--- src/rtl/sync_shift_pkg.sv ---
package sync_shift_pkg;
  typedef enum logic [1:0] {
    SSP_IDLE = 2'd0,
    SSP_TX   = 2'd1,
    SSP_RX   = 2'd2
  } ssp_state_e;
endpackage

--- src/rtl/ssp_bit_timer.sv ---
// Bit-period and bit-index counter shared by transmit and receive.
module ssp_bit_timer #(
  parameter int DIV   = 12,
  parameter int NBITS = 8
) (
  input  logic clk,
  input  logic rst,
  input  logic start,
  input  logic run,
  output logic bit_end,
  output logic frame_end,
  output logic sample,
  output logic sclk_hi_next
);
  localparam int CW   = $clog2(DIV) + 1;
  localparam int BW   = (NBITS > 1) ? $clog2(NBITS) : 1;
  localparam int HALF = DIV / 2;

  logic [CW-1:0] cnt;
  logic [BW-1:0] bidx;
  logic [CW-1:0] cnt_inc;

  assign cnt_inc      = cnt + CW'(1);
  assign bit_end      = run && (cnt == CW'(DIV - 1));
  assign frame_end    = bit_end && (bidx == BW'(NBITS - 1));
  assign sample       = run && (cnt == CW'(HALF - 1));
  assign sclk_hi_next = bit_end ? 1'b0 : (cnt_inc >= CW'(HALF));

  always_ff @(posedge clk) begin
    if (rst || start) begin
      cnt  <= '0;
      bidx <= '0;
    end else if (run) begin
      if (bit_end) begin
        cnt  <= '0;
        bidx <= frame_end ? '0 : bidx + BW'(1);
      end else begin
        cnt <= cnt_inc;
      end
    end
  end
endmodule

--- src/rtl/ssp_tx_shifter.sv ---
// Transmit shifter: presents the LSB and moves right at each bit boundary.
module ssp_tx_shifter #(
  parameter int NBITS = 8
) (
  input  logic             clk,
  input  logic             rst,
  input  logic             load,
  input  logic [NBITS-1:0] load_data,
  input  logic             advance,
  output logic             bit_out
);
  logic [NBITS-1:0] sh;

  always_ff @(posedge clk) begin
    if (rst)          sh <= '1;
    else if (load)    sh <= load_data;
    else if (advance) sh <= {1'b1, sh[NBITS-1:1]};
  end

  assign bit_out = sh[0];
endmodule

--- src/rtl/ssp_rx_shifter.sv ---
// Receive shifter: the first bit captured ends up in bit 0.
module ssp_rx_shifter #(
  parameter int NBITS = 8
) (
  input  logic             clk,
  input  logic             rst,
  input  logic             capture,
  input  logic             bit_in,
  output logic [NBITS-1:0] word
);
  always_ff @(posedge clk) begin
    if (rst)          word <= '0;
    else if (capture) word <= {bit_in, word[NBITS-1:1]};
  end
endmodule

--- src/rtl/ssp_flags.sv ---
// Done flags and the receive holding register. A set wins over a clear.
module ssp_flags #(
  parameter int NBITS = 8
) (
  input  logic             clk,
  input  logic             rst,
  input  logic             tx_set,
  input  logic             tx_clr,
  input  logic             rx_set,
  input  logic             rx_clr,
  input  logic [NBITS-1:0] rx_word,
  output logic             tx_done,
  output logic             rx_done,
  output logic [NBITS-1:0] hold
);
  always_ff @(posedge clk) begin
    if (rst) begin
      tx_done <= 1'b0;
      rx_done <= 1'b0;
      hold    <= '0;
    end else begin
      if (tx_set)      tx_done <= 1'b1;
      else if (tx_clr) tx_done <= 1'b0;
      if (rx_set) begin
        rx_done <= 1'b1;
        hold    <= rx_word;
      end else if (rx_clr) begin
        rx_done <= 1'b0;
      end
    end
  end
endmodule

--- src/rtl/sync_shift_port.sv ---
module sync_shift_port #(
  parameter int DIV   = 12,
  parameter int NBITS = 8
) (
  input  logic             clk,
  input  logic             rst,
  input  logic             wr_en,
  input  logic [NBITS-1:0] wr_data,
  output logic [NBITS-1:0] rd_data,
  input  logic             rx_enable,
  output logic             tx_done,
  input  logic             tx_done_clr,
  output logic             rx_done,
  input  logic             rx_done_clr,
  input  logic             sdata_in,
  output logic             sdata_out,
  output logic             sdata_oe,
  output logic             sclk_out
);
  import sync_shift_pkg::*;

  ssp_state_e       state;
  logic             start_tx, start_rx, start_any, running;
  logic             bit_end, frame_end, sample, sclk_hi_next;
  logic             tx_bit;
  logic [NBITS-1:0] rx_word;

  assign start_tx  = wr_en;
  assign start_rx  = (state == SSP_IDLE) && rx_enable && !rx_done && !wr_en;
  assign start_any = start_tx || start_rx;
  assign running   = (state != SSP_IDLE) && !start_any;

  ssp_bit_timer #(.DIV(DIV), .NBITS(NBITS)) u_timer (
    .clk(clk), .rst(rst), .start(start_any), .run(running),
    .bit_end(bit_end), .frame_end(frame_end), .sample(sample),
    .sclk_hi_next(sclk_hi_next)
  );

  ssp_tx_shifter #(.NBITS(NBITS)) u_tx (
    .clk(clk), .rst(rst), .load(start_tx), .load_data(wr_data),
    .advance(running && (state == SSP_TX) && bit_end && !frame_end),
    .bit_out(tx_bit)
  );

  ssp_rx_shifter #(.NBITS(NBITS)) u_rx (
    .clk(clk), .rst(rst),
    .capture(running && (state == SSP_RX) && sample),
    .bit_in(sdata_in), .word(rx_word)
  );

  ssp_flags #(.NBITS(NBITS)) u_flags (
    .clk(clk), .rst(rst),
    .tx_set(running && (state == SSP_TX) && frame_end),
    .tx_clr(tx_done_clr),
    .rx_set(running && (state == SSP_RX) && frame_end),
    .rx_clr(rx_done_clr),
    .rx_word(rx_word),
    .tx_done(tx_done), .rx_done(rx_done), .hold(rd_data)
  );

  // Sequencer and the registered pin outputs.
  always_ff @(posedge clk) begin
    if (rst) begin
      state    <= SSP_IDLE;
      sclk_out <= 1'b1;
      sdata_oe <= 1'b0;
    end else if (start_tx) begin
      state    <= SSP_TX;
      sclk_out <= 1'b0;
      sdata_oe <= 1'b1;
    end else if (start_rx) begin
      state    <= SSP_RX;
      sclk_out <= 1'b0;
      sdata_oe <= 1'b0;
    end else if (running) begin
      if (frame_end) begin
        state    <= SSP_IDLE;
        sclk_out <= 1'b1;
        sdata_oe <= 1'b0;
      end else begin
        sclk_out <= sclk_hi_next;
      end
    end else begin
      sclk_out <= 1'b1;
      sdata_oe <= 1'b0;
    end
  end

  assign sdata_out = tx_bit;
endmodule

--- config.mk ---
export PLATFORM = sky130hd
export DESIGN_NAME = sync_shift_port
export DESIGN_NICKNAME = d
export VERILOG_FILES = /design/src/rtl/sync_shift_pkg.sv /design/src/rtl/ssp_bit_timer.sv /design/src/rtl/ssp_tx_shifter.sv /design/src/rtl/ssp_rx_shifter.sv /design/src/rtl/ssp_flags.sv /design/src/rtl/sync_shift_port.sv
export SDC_FILE = /design/constraint.sdc
export NUM_CORES = 1
export LEC_CHECK = 0
export BUFFER_PORTS_ARGS = -buffer_cell sky130_fd_sc_hd__buf_2
export CORE_MARGIN = 2
export CORE_UTILIZATION = 45
export DETAILED_ROUTE_END_ITERATION = 8
export PLACE_DENSITY = 0.63
export SLEW_MARGIN = 25
export SYNTH_ARGS = -nofsm -noshare
export SYNTH_HDL_FRONTEND = slang
export SYNTH_SLANG_ARGS = --single-unit
--- constraint.sdc ---
create_clock -name clk -period 2.33 [get_ports clk]
set_clock_uncertainty 0.05 [all_clocks]
set_input_delay 0.1165 -clock clk [delete_from_list [all_inputs] [get_ports clk]]
set_output_delay 0.1165 -clock clk [all_outputs]
set_load 0.03 [all_outputs]
; Word-level counts from Yosys, hierarchy flattened
; Index checks and enable logic that the tools add are counted.
[word_totals]
out_inout_bits = 13
ff_bits = 38
input_bits = 15
elab_cells = 74
[classes]
addsub = 2
n_lt_le_gt_ge = 1
n_mux = 21
reduce_logical = 33
n_eq_ne = 6
[op_table]
columns = operator, count
row1 = 8-bit 2-to-1 mux, 2
row2 = 1-bit logical AND, 14
row3 = 1-bit 2-to-1 mux, 14
row4 = 2-bit nonzero test, 6
row5 = 2-bit 2-to-1 mux, 3
row6 = 2-bit AND reduction, 3
row7 = 3-bit nonzero test, 2
row8 = "5-bit by 1-bit adder with 5-bit output, second input constant", 1
row9 = "5-bit by 3-bit equality test with 1-bit output, second input constant", 1
row10 = "5-bit by 4-bit equality test with 1-bit output, second input constant", 1
row11 = "5-bit by 3-bit greater-or-equal comparator with 1-bit output, second input constant", 1
row12 = 5-bit 2-to-1 mux, 1
row13 = 1-bit logical NOT, 4
row14 = "4-bit by 3-bit inequality test with 1-bit output, second input constant", 1
row15 = "3-bit by 1-bit adder with 3-bit output, second input constant", 1
row16 = "3-bit equality test, second input constant", 1
row17 = 3-bit 2-to-1 mux, 1
row18 = "2-bit by 1-bit equality test with 1-bit output, second input constant", 1
row19 = "2-bit equality test, second input constant", 1
row20 = 2-bit logical NOT, 1
row21 = 1-bit logical OR, 2
row22 = 2-bit OR reduction, 1

; Logic depth before layout (Yosys ltp)
[logic_depth]
ltp_word = 13
depth_mapped = 7

; Cells and area by module
; From an unflattened synthesis, not the netlist that was laid out.
[hier_totals]
hier_cells = 183
area_unflattened_um2 = 1745.4
[modules_own_cells]
columns = mod, seq_area_each_um2, n_inst, cells_each, area_per_inst_um2
row1 = ssp_bit_timer, 160.2, 1, 65, 530.5
row2 = ssp_tx_shifter, 160.2, 1, 35, 365.4
row3 = ssp_flags, 200.2, 1, 34, 356.6
row4 = ssp_rx_shifter, 160.2, 1, 26, 285.3
row5 = sync_shift_port, 80.1, 1, 23, 207.7

; Worst setup path after synthesis
; Ideal clock, no wire load.
[synth_path]
path_kind = flip-flop to flip-flop
from = register u_timer.cnt[0]
to = register u_tx.sh[0]
stages_incl_launch_ff = 8
setup_slack_ps = 511
setup_ps = 114
arrival_ps = 1655
period_less_slack_ps = 1819
path_cell_list = dfxtp_1 ha_1 nor4bb_2 buf_6 and4b_1 buf_6 a221o_2 a21o_1
[synth_between]
elab_chain_len = 6
[synth_rtl]
columns = element, line_no
row1 = from (decl), ssp_bit_timer.sv:19  ; logic [CW-1:0] cnt;
row2 = from (signal assigned), ssp_bit_timer.sv:38  ; cnt <= cnt_inc;
row3 = 5-bit by 4-bit equality test with 1-bit output (*), ssp_bit_timer.sv:24  ; assign bit_end = run && (cnt == CW'(DIV - 1));
row4 = 1-bit logical AND (*), ssp_bit_timer.sv:24
row5 = 1-bit logical AND, ssp_bit_timer.sv:25  ; assign frame_end = bit_end && (bidx == BW'(NBITS - 1));
row6 = 1-bit logical NOT, sync_shift_port.sv:41  ; .advance(running && (state == SSP_TX) && bit_end && !frame_end),
row7 = 1-bit logical AND (*), sync_shift_port.sv:41
row8 = 2-bit nonzero test (no line) (*), -
row9 = to (signal assigned), ssp_tx_shifter.sv:16  ; else if (load) sh <= load_data;
row10 = to (signal assigned), ssp_tx_shifter.sv:17  ; else if (advance) sh <= {1'b1, sh[NBITS-1:1]};
row11 = to (decl), ssp_tx_shifter.sv:12  ; logic [NBITS-1:0] sh;
; Mark *: on every way between the ends. The rest lies on a longest branch, timed or not.
; A chain may end at the register's enable or synchronous reset.

; Worst setup path in the final report
[layout_path]
from = register u_timer.cnt[0]
to = register u_tx.sh[4]
; The elaborated chain is that of the path after synthesis.

==> flow_summary.yaml <==
synth:
  synth.top_cell.area_share: 0.454
  yosysSeqAreaShare: 0.454
  synth_area_per_cell_um2: 9.91
  netlist_instances: 169
  synth_top_cell_by_area: "dfxtp_1"
  yosysWarnings: 0
  ys_ff_latch: 38
  synth.net_count: 188
  yosys-top-cells-area: "dfxtp_1, mux2i_1, nor2_1"
  synth-edff-count: 0
  syn_area_um2: 1680
  async_flop_share: 0
  ys_types: 40
  ys_top_cells_by_count: "dfxtp_1, nor2_1, mux2i_1"
  yosysMostFrequentCell: "dfxtp_1"
  synth_ff_type: "dfxtp_1"
power_and_ir_drop:
  clockPowerShare: 0.419
  power_density_nw_per_um2: 674
  p_leak_nw: 0.871
  switching_power_mw: 0.271
  max-vdd-ir-drop_mv: 0.389
  p_int_mw: 1.02
  switching_share: 0.211
  pwr-share-comb: 0.058
  seq_power_share: 0.522
floorplanning:
  die-area_um2: 4230
  fp.coreArea_um2: 3610
  die_width_um: 65.0
  row_count: 22
  die_h_um: 65.0
  io_pins: 28
  start_util: 0.465
clock_network:
  cts.sinks: 38
  postCtsResizedCells: 0
  htree_levels: 2
  insertion_delay_ps: 290
  postCtsSetupBuffers: 0
  clkTransAtPathRegs_ps: 70
  clockBufferDepth: 2
  ctsRootBufferMaster: "clkbuf_8"
  hold_buffers: 0
  cts_buffers: 5
  cts_tree: "built"
placed_design:
  portBuffers: 27
  hpwl_mm: 2.25
  place_area_um2: 1800
  dpl.cell_count: 235
  globalplace.congestion: 0.793
finish:
  drive_gt1_frac: 0.251
  fin_util: 0.530
  finalNetCount: 213
  area_delta_synth_final_pct: 14.1
  multiInputGateArea_um2: 823
  seqCellArea_um2: 761
  stdcell_count: 243
  fillerInstances: 352
  final_area_um2: 1910
  diodes: 0
sta:
  slew_headroom: 0.650
  fmax_mhz: 506
  tightest_slew_ps: 517
  rsz0062_at_grt: "no"
  whs_ps: 16.5
  setup_violations: 0
  fin_tns_setup_ps: 0
  hold_viol_final: 0
  final.period_utilization: 0.848
  period_minus_slack_ps: 1980
  drv_slew: 0
global_route:
  grt_usage: 0.168
  use_met3: 0.0625
  grt_max_degree: 32
  grt_pass1_vias: 1253
  met1_usage: 0.205
  grt_util_met2: 0.269
  top_usage_layer: "met2"
  antenna_found_initial: 0
  gr-total-overflow: 0
  grt_pass1_wl_mm: 5.40
flow_run:
  cap_viol_max_count: 0
route:
  detail_route.first_pass.iterations: 4
  drt-wirelength-per-cell_um: 12.9
  ant_nets: 0
  viasPerCell: 5.27
  drc: 0
  routed_wl_mm: 3.13
  initialDrtViolationCount: 47
  via_count: 1281
status:
  status: "complete, no violations"
worst_setup_path:
  critPathCaptureType: "flop"
  startpoint_type: "flop"
  cp_cell_sequence: "ha_1 -> nor4bb_2 -> and4b_1 -> nor2_1 -> a21o_1"
  cpPeakStageDelay_ps: 430
  cp_max_fo: 9
  critPathRequiredTime_ps: 2460
  cp.arrival_ps: 2100
  cpMaxStageDelayCell: "and4b_1"
  path_class: "flop to flop"
min_path:
  hp-class: "input port to flop"
routing by layer:
layer  up-vias  share of wire
met1       596           0.46
li1        653              -
met5         -              0
met4         0         0.0061
met3         2          0.045
met2        30           0.49
sequential cells by signal, indices dropped and copies added, names as in the netlist:
name,flops
sclk_out,1
sdata_oe,1
state,2
u_flags.hold,8
u_flags.rx_done,1
u_flags.tx_done,1
u_rx.word,8
u_timer.bidx,3
u_timer.cnt,5
u_tx.sh,8
metrics by stage:
stage | worst slack (ps) | power [mW]
after detailed placement | 371 | 0.764
after CTS | 352 | 1.31
after global routing | 173 | 1.35
after floorplan | 511 | 0.743
final | 354 | 1.29
after global placement | 450 | 0.761
worst max-delay path: cells and delay by family (launching register included):
family	cells	cell delay, ps
adders and majority gates	1	320
DFF	1	410
AOI/OAI and AO/OA	1	200
and+or+nand+nor	3	890
logic make-up (layout without fill, tap and decap cells):
family          after synthesis  count (layout)  synth area share
simple gates                 60              60             0.190
compound gates               33              33             0.146
mux                          20              20             0.120
fa+ha+maj                     4               4            0.0299
flops                        38              38             0.454
buf+inv                      13              39            0.0545
xor+xnor                      1               1           0.00523
worst paths after layout:
| kind | start | end | slack (ps) | cells past startpoint |
|---|---|---|---|---|
| max | u_timer.cnt[0] | u_tx.sh[4] | 350 | 5 |
| min | sdata_in | u_rx.word[7] | 20 | 3 |
| max reg2reg | u_timer.cnt[0] | u_tx.sh[4] | 350 | 5 |
| min reg2reg | u_tx.sh[0] | u_tx.sh[0] | 410 | 1 |
layout by cell type, fill, tap and decap left out, drive strengths merged:
| master | synthesis | routed |
|---|---|---|
| and3 | 1 | 1 |
| nand2b | 4 | 4 |
| nand4 | 1 | 1 |
| inv | 2 | 2 |
| a21oi | 12 | 12 |
| a21o | 6 | 6 |
| nor3b | 3 | 3 |
| a41oi | 1 | 1 |
| and4bb | 1 | 1 |
| clkbuf | 5 | 6 |
| o21bai | 1 | 1 |
| mux2 | 1 | 1 |
| nand3b | 2 | 2 |
| nor3 | 4 | 4 |
| and4b | 1 | 1 |
| nand3 | 2 | 2 |
| and2 | 1 | 1 |
| a221o | 6 | 6 |
| buf | 6 | 29 |
| a311oi | 1 | 1 |
| ha | 4 | 4 |
| dfxtp | 38 | 38 |
| a31oi | 1 | 1 |
| nand2 | 6 | 6 |
| o31a | 1 | 1 |
| o21ai | 1 | 1 |
| xor2 | 1 | 1 |
| nor4b | 1 | 1 |
| o21ba | 1 | 1 |
| bufinv | 0 | 1 |
| a311o | 1 | 1 |
| nand4b | 1 | 1 |
| mux2i | 19 | 19 |
| or3 | 2 | 2 |
| a21boi | 1 | 1 |
| nor4bb | 1 | 1 |
| nor4 | 1 | 1 |
| nor2 | 28 | 28 |
| clkinvlp | 0 | 1 |
layout make-up:
type,count,share of cell area
Multi-Input combinational cell,118,0.431
Sequential cell,38,0.398
Timing Repair Buffer,29,0.0785
Clock buffer,6,0.0380
Tap cell,48,0.0314
Clock inverter,2,0.0196
Inverter,2,0.00393
power by group through the flow:
| stage | Clock, mW | Combinational (mW) | Sequential, mW |
|---|---|---|---|
| 2_1_floorplan | 0 | 0.0497 | 0.693 |
| 3_3_place_gp | 0 | 0.0740 | 0.687 |
| 3_5_place_dp | 0 | 0.0757 | 0.688 |
| 4_1_cts | 0.557 | 0.0758 | 0.673 |
| 5_1_grt | 0.594 | 0.0833 | 0.675 |
| 6_report | 0.540 | 0.0752 | 0.673 |
Note: power is estimated with default switching activity, not from simulation.
